[src/rtl/pwm_align_pkg.sv]
package pwm_align_pkg;
  typedef enum logic {TM_DOWN = 1'b0, TM_UPDN = 1'b1} tmode_e;
  typedef enum logic {AL_LEFT = 1'b0, AL_RIGHT = 1'b1} align_e;
endpackage

[src/rtl/pwm_shadow.sv]
module pwm_shadow
  import pwm_align_pkg::*;
#(
  parameter int CNT_W = 8
) (
  input  logic             clk_i,
  input  logic             rst_ni,
  input  logic             take_i,
  input  logic [CNT_W-1:0] load_i,
  input  logic [CNT_W-1:0] cmp_i,
  input  logic             mode_i,
  input  logic             align_i,
  output logic [CNT_W-1:0] load_o,
  output logic [CNT_W-1:0] cmp_o,
  output tmode_e           mode_o,
  output align_e           align_o
);
  always_ff @(posedge clk_i or negedge rst_ni) begin
    if (!rst_ni) begin
      load_o  <= '0;
      cmp_o   <= '0;
      mode_o  <= TM_DOWN;
      align_o <= AL_LEFT;
    end else if (take_i) begin
      load_o  <= load_i;
      cmp_o   <= cmp_i;
      mode_o  <= tmode_e'(mode_i);
      align_o <= align_e'(align_i);
    end
  end
endmodule

[src/rtl/pwm_counter.sv]
module pwm_counter
  import pwm_align_pkg::*;
#(
  parameter int CNT_W = 8
) (
  input  logic             clk_i,
  input  logic             rst_ni,
  input  logic             en_i,
  input  logic [CNT_W-1:0] act_load_i,
  input  tmode_e           act_mode_i,
  input  logic [CNT_W-1:0] nxt_load_i,
  input  logic             nxt_mode_i,
  output logic [CNT_W-1:0] cnt_o,
  output logic             run_o,
  output logic             zero_o
);
  localparam logic [CNT_W-1:0] ONE = CNT_W'(1);

  logic [CNT_W-1:0] cnt_q;
  logic             up_q;
  logic             run_q;

  assign zero_o = (cnt_q == '0);

  always_ff @(posedge clk_i or negedge rst_ni) begin
    if (!rst_ni) begin
      cnt_q <= '0;
      up_q  <= 1'b1;
      run_q <= 1'b0;
    end else if (!en_i) begin
      cnt_q <= '0;
      up_q  <= 1'b1;
      run_q <= 1'b0;
    end else begin
      run_q <= 1'b1;
      if (zero_o) begin
        // period boundary: restart with the incoming settings
        up_q <= 1'b1;
        if (tmode_e'(nxt_mode_i) == TM_DOWN) cnt_q <= nxt_load_i;
        else cnt_q <= (nxt_load_i != '0) ? ONE : '0;
      end else if (act_mode_i == TM_DOWN) begin
        cnt_q <= cnt_q - ONE;
      end else if (up_q) begin
        if (cnt_q >= act_load_i) begin
          up_q  <= 1'b0;
          cnt_q <= cnt_q - ONE;
        end else begin
          cnt_q <= cnt_q + ONE;
        end
      end else begin
        cnt_q <= cnt_q - ONE;
      end
    end
  end

  assign cnt_o = cnt_q;
  assign run_o = run_q;
endmodule

[src/rtl/pwm_compare.sv]
module pwm_compare
  import pwm_align_pkg::*;
#(
  parameter int CNT_W = 8
) (
  input  logic             run_i,
  input  logic [CNT_W-1:0] cnt_i,
  input  logic [CNT_W-1:0] cmp_i,
  input  tmode_e           mode_i,
  input  align_e           align_i,
  output logic             pwm_o
);
  logic below;
  logic lvl;

  assign below = (cnt_i < cmp_i);

  always_comb begin
    if (mode_i == TM_DOWN && align_i == AL_LEFT) lvl = below;
    else lvl = !below;  // right-aligned and center-aligned share polarity
  end

  assign pwm_o = run_i & lvl;
endmodule

[src/rtl/pwm_align_gen.sv]
module pwm_align_gen
  import pwm_align_pkg::*;
#(
  parameter int CNT_W = 8
) (
  input  logic             clk_i,
  input  logic             rst_ni,
  input  logic             en_i,
  input  logic [CNT_W-1:0] load_i,
  input  logic [CNT_W-1:0] cmp_i,
  input  logic             mode_i,
  input  logic             align_i,
  output logic             pwm_o,
  output logic [CNT_W-1:0] cnt_o,
  output logic             prd_o
);
  logic [CNT_W-1:0] act_load;
  logic [CNT_W-1:0] act_cmp;
  tmode_e           act_mode;
  align_e           act_align;
  logic             run;
  logic             at_zero;
  logic             take;

  assign take = at_zero | ~en_i;

  pwm_shadow #(.CNT_W(CNT_W)) u_shadow (
    .clk_i   (clk_i),
    .rst_ni  (rst_ni),
    .take_i  (take),
    .load_i  (load_i),
    .cmp_i   (cmp_i),
    .mode_i  (mode_i),
    .align_i (align_i),
    .load_o  (act_load),
    .cmp_o   (act_cmp),
    .mode_o  (act_mode),
    .align_o (act_align)
  );

  pwm_counter #(.CNT_W(CNT_W)) u_cnt (
    .clk_i      (clk_i),
    .rst_ni     (rst_ni),
    .en_i       (en_i),
    .act_load_i (act_load),
    .act_mode_i (act_mode),
    .nxt_load_i (load_i),
    .nxt_mode_i (mode_i),
    .cnt_o      (cnt_o),
    .run_o      (run),
    .zero_o     (at_zero)
  );

  pwm_compare #(.CNT_W(CNT_W)) u_cmp (
    .run_i   (run),
    .cnt_i   (cnt_o),
    .cmp_i   (act_cmp),
    .mode_i  (act_mode),
    .align_i (act_align),
    .pwm_o   (pwm_o)
  );

  assign prd_o = run & at_zero;
endmodule

[config.mk]
export PLATFORM = sky130hd
export DESIGN_NAME = pwm_align_gen
export DESIGN_NICKNAME = d
export VERILOG_FILES = /design/src/rtl/pwm_align_pkg.sv /design/src/rtl/pwm_shadow.sv /design/src/rtl/pwm_counter.sv /design/src/rtl/pwm_compare.sv /design/src/rtl/pwm_align_gen.sv
export SDC_FILE = /design/constraint.sdc
export NUM_CORES = 1
export LEC_CHECK = 0
export ABC_AREA = 1
export BUFFER_PORTS_ARGS = -buffer_cell sky130_fd_sc_hd__buf_2
export CORE_MARGIN = 8
export CORE_UTILIZATION = 55
export CTS_CLUSTER_DIAMETER = 120
export DETAILED_ROUTE_END_ITERATION = 8
export PLACE_DENSITY_LB_ADDON = 0.08
export RECOVER_POWER = 100
export SYNTH_ARGS = -nofsm -noshare
export SYNTH_HDL_FRONTEND = slang
export SYNTH_SLANG_ARGS = --single-unit
[constraint.sdc]
create_clock -name clk_i -period 2.6 [get_ports clk_i]
set_input_delay 0.26 -clock clk_i [delete_from_list [all_inputs] [get_ports clk_i]]
set_output_delay 0.26 -clock clk_i [all_outputs]
set_load 0.005 [all_outputs]
==> impl.org <==
** Floorplan
- Top-level I/O count :: 31
- Chip height :: 75.7 um
- The floorplan step defined a die boundary enclosing 5740 um^2.
- Std-Cell Core Area :: 3390 um^2
- Initial cell density of the core :: 57.9%
- From left edge to right edge, the die measures 75.7 um.
- In this run the core area contains 21 standard-cell rows.

** Placement
- DP Area :: 2110 um^2
- During placement, the flow inserted port buffers numbering 30.
- Detailed-placement wirelength estimate :: 3390 um
- Placer congestion estimate :: 0.884
- After detailed placement, the design holds a cell count of 333.

** Synth
- In the synthesized netlist the dominant register cell turns out to be sky130_fd_sc_hd__dfrtp_1.
- For this run, the register share of the synthesized area comes to 35.8%.
- The cell count after synthesis came out at 263.
- The mapped netlist covers 1960 um^2.
- When the netlist entered floorplanning its net count stood at 302.
- Async set or reset register ratio after synthesis :: 100%
- The synthesized netlist contains 27 unique library cells.
- Yosys warning count :: 0
- In this run, synthesis produced a sequential element count of 28.
- Syn_area_per_cell :: 7.46 um^2
- Counting flops with a built-in enable in the synthesized netlist gives 0.

** CTS
- CTS clk-pin slew, worst paths :: 0.15 ns
- Post-CTS timing repair inserted 0 buffers for setup.
- Clock buffers created by TritonCTS :: 3
- Cell chosen for the clock root :: sky130_fd_sc_hd__clkbuf_4
- CTS built an H-tree with a depth of 1.
- No sink is reached through more buffers than the 2 on the longest clock path.
- Clock tree from TritonCTS :: done
- Number of clock sinks seen by CTS :: 28
- Clk Latency, worst-skew pair :: 0.33 ns

** Route
- Via count normalized by instance count :: 4.96
- The detailed router finished its first iteration with 60 violations.
- Once detail routing completed, the nets flagged for antenna violations numbered 0.
- The detailed router placed 1677 vias in this run.
- The first detailed-routing pass took 4 iterations.
- DRT Wirelength :: 4330 um
- Drc violations :: 0
- Wire length per cell :: 12.8 um

** GRT
- Via count of the first global-routing pass :: 1606
- All-Layer GR Usage :: 16.3%
- Largest net degree at the start of global routing :: 37
- Global routing finished with a remaining overflow of 0.
- Global-route wire length before repair :: 7220 um
- The number of antenna violations at the first check in global routing is 0.

** Worst setup path
- STA puts the critical path data arrival time at 1.99 ns.
- Critical path peak fanout :: 11
- For this design, the slowest cell found on the critical path is sky130_fd_sc_hd__dfrtp_1.
- Nature of the critical path startpoint :: register
- Setup Crit Path Kind :: reg2out
- Required time of the critical path :: 2.34 ns
- Delay contributed by the slowest stage of the critical path :: 0.43 ns
- STA classifies the critical path endpoint as an output pin.
- The critical path goes through inv_1 > ha_1 > nor3b_1 > nand2_1 > nor2_1 > clkbuf_1.

** STA
- Max-Slew Margin vs Limit :: 1.85%
- The final-report max-slew violation count is 0.
- Setup violations remaining at the end of the flow were counted as 0.
- Of the available clock period, the critical path in the final layout requires 86.7%.
- RSZ-0062 raised after global routing :: no
- Setup TNS :: 0 ns
- Based on the critical path, the design can be clocked at up to 444 MHz.
- Worst hold-check slack :: 0.122 ns
- Shortest clock period the worst path allows after layout :: 2.25 ns
- Final hold viol count :: 0
- Transition at the pin with the smallest max-transition slack :: 1.47 ns
- Across the routed clock network, the largest skew measured is 0.00218 ns.

** Finish
- Of the cells placed in the final design, the portion with a size suffix greater than 1 is 12.7%.
- In the final layout, flip-flops and latches occupy 702 um^2.
- In the layout the commonest cells are 73 x sky130_fd_sc_hd__nand2_1, 36 x sky130_fd_sc_hd__inv_1, 27 x sky130_fd_sc_hd__nor2_1, 27 x sky130_fd_sc_hd__dfrtp_1, 23 x sky130_fd_sc_hd__o21ai_0.
- Area of combinational cells with multiple inputs :: 1030 um^2
- Fillers :: 321
- Final cell area excluding filler cells :: 2130 um^2
- Syn-to-layout area delta :: 8.35%
- The number of antenna diodes in the final layout is 0.
- Fin nets :: 332
- Final cell count without fillers :: 338
- Most common library cell in the layout ignoring fill and taps :: sky130_fd_sc_hd__nand2_1

** Pwr
- After layout, the design draws a total of 2.01 mW.
- Summed over all cells, the static leakage comes to 1.17 nW.
- VDD sags by at most 0.000566 V.
- In this run the power density over the cells is 946 nW/um^2.

** Run
- Max-cap viol count :: 0

** Status
- Status :: finished clean

** Worst hold path
- The worst hold path belongs to the class in2reg.
-- state kept, by name (all words and copies together) (netlist names) --
name              cells
u_cnt.cnt_o           8
u_cnt.run_o           1
u_cnt.up_q            1
u_shadow.align_o      1
u_shadow.cmp_o        8
u_shadow.load_o       8
u_shadow.mode_o       1
-- cells in the mapped netlist, drive strengths merged (2+ instances only) --
cell	n	area share, %
a21oi	11	2.8
buf	7	3.5
nand2	75	15
dfrtp	27	34
nor2	29	6.1
nor3	2	1.1
ha	18	11
a211oi	2	0.76
inv	38	7.3
xnor2	2	0.89
xor2	5	2.2
o21ai	23	5.9
nand3	18	4.6
-- report_power, final --
group | leakage (nW) | switching (mW) | total (mW) | internal (mW)
Clock | 0.0210 | 0.128 | 0.214 | 0.0858
Combinational | 0.804 | 0.672 | 1.09 | 0.420
Sequential | 0.345 | 0.131 | 0.707 | 0.576
-- metrics by stage --
step	worst slack, ns	utilization, %
floorplan	0.997	-
global placement	0.680	62.2
detailed placement	0.645	62.2
CTS	0.413	63.6
global route	0.180	62.8
finish	0.346	62.8
-- repair_timing --
item                                   4_1_cts  5_1_grt
resized for setup                            0        0
endpoints found under the hold margin       27        0
hold buffers                                 1        0
-- cell type report --
cell class / instances / area share (%)
repair buffers: 32 / 7.41
inverters: 39 / 6.94
flip-flops and latches: 28 / 33.0
multi-input cells: 189 / 48.2
clock buffers: 4 / 1.71
well taps: 46 / 2.71
-- path summary, 6_finish.rpt --
path	startpoint	to	slack, ns	depth (start not counted)
max	u_cnt.cnt_o[0]	prd_o	0.35	6
min	align_i	u_shadow.align_o	0.12	3
max reg2reg	u_cnt.cnt_o[0]	u_cnt.cnt_o[6]	0.45	8
min reg2reg	u_shadow.cmp_o[0]	u_shadow.cmp_o[0]	0.49	2
max in group asynchronous	rst_ni	u_shadow.cmp_o[0]	0.96	2
min in group asynchronous	rst_ni	u_cnt.cnt_o[6]	0.79	2
-- cell families after synthesis --
kind of cell | count (synthesis) | share of synthesized area, %
simple gates | 127 | 28.8
compound gates | 37 | 9.81
xor+xnor | 7 | 3.12
buf+inv | 46 | 11.0
fa+ha+maj | 18 | 11.5
flops | 28 | 35.8
-- worst max-delay path, delay by kind of cell (launching register included) --
kind                       cells  cell delay (ns)
adders and majority gates      1             0.16
DFF                            1             0.43
and+or+nand+nor                3             0.78
buffers and inverters          2             0.29
-- per-layer routing --
metal	GRT usage (%)	share of wire, %
met4	4.05	1.1
met2	27.2	47
met3	3.95	4.7
met1	20.6	47
met5	0	0
No activity file was read; power rests on OpenSTA's default activity.
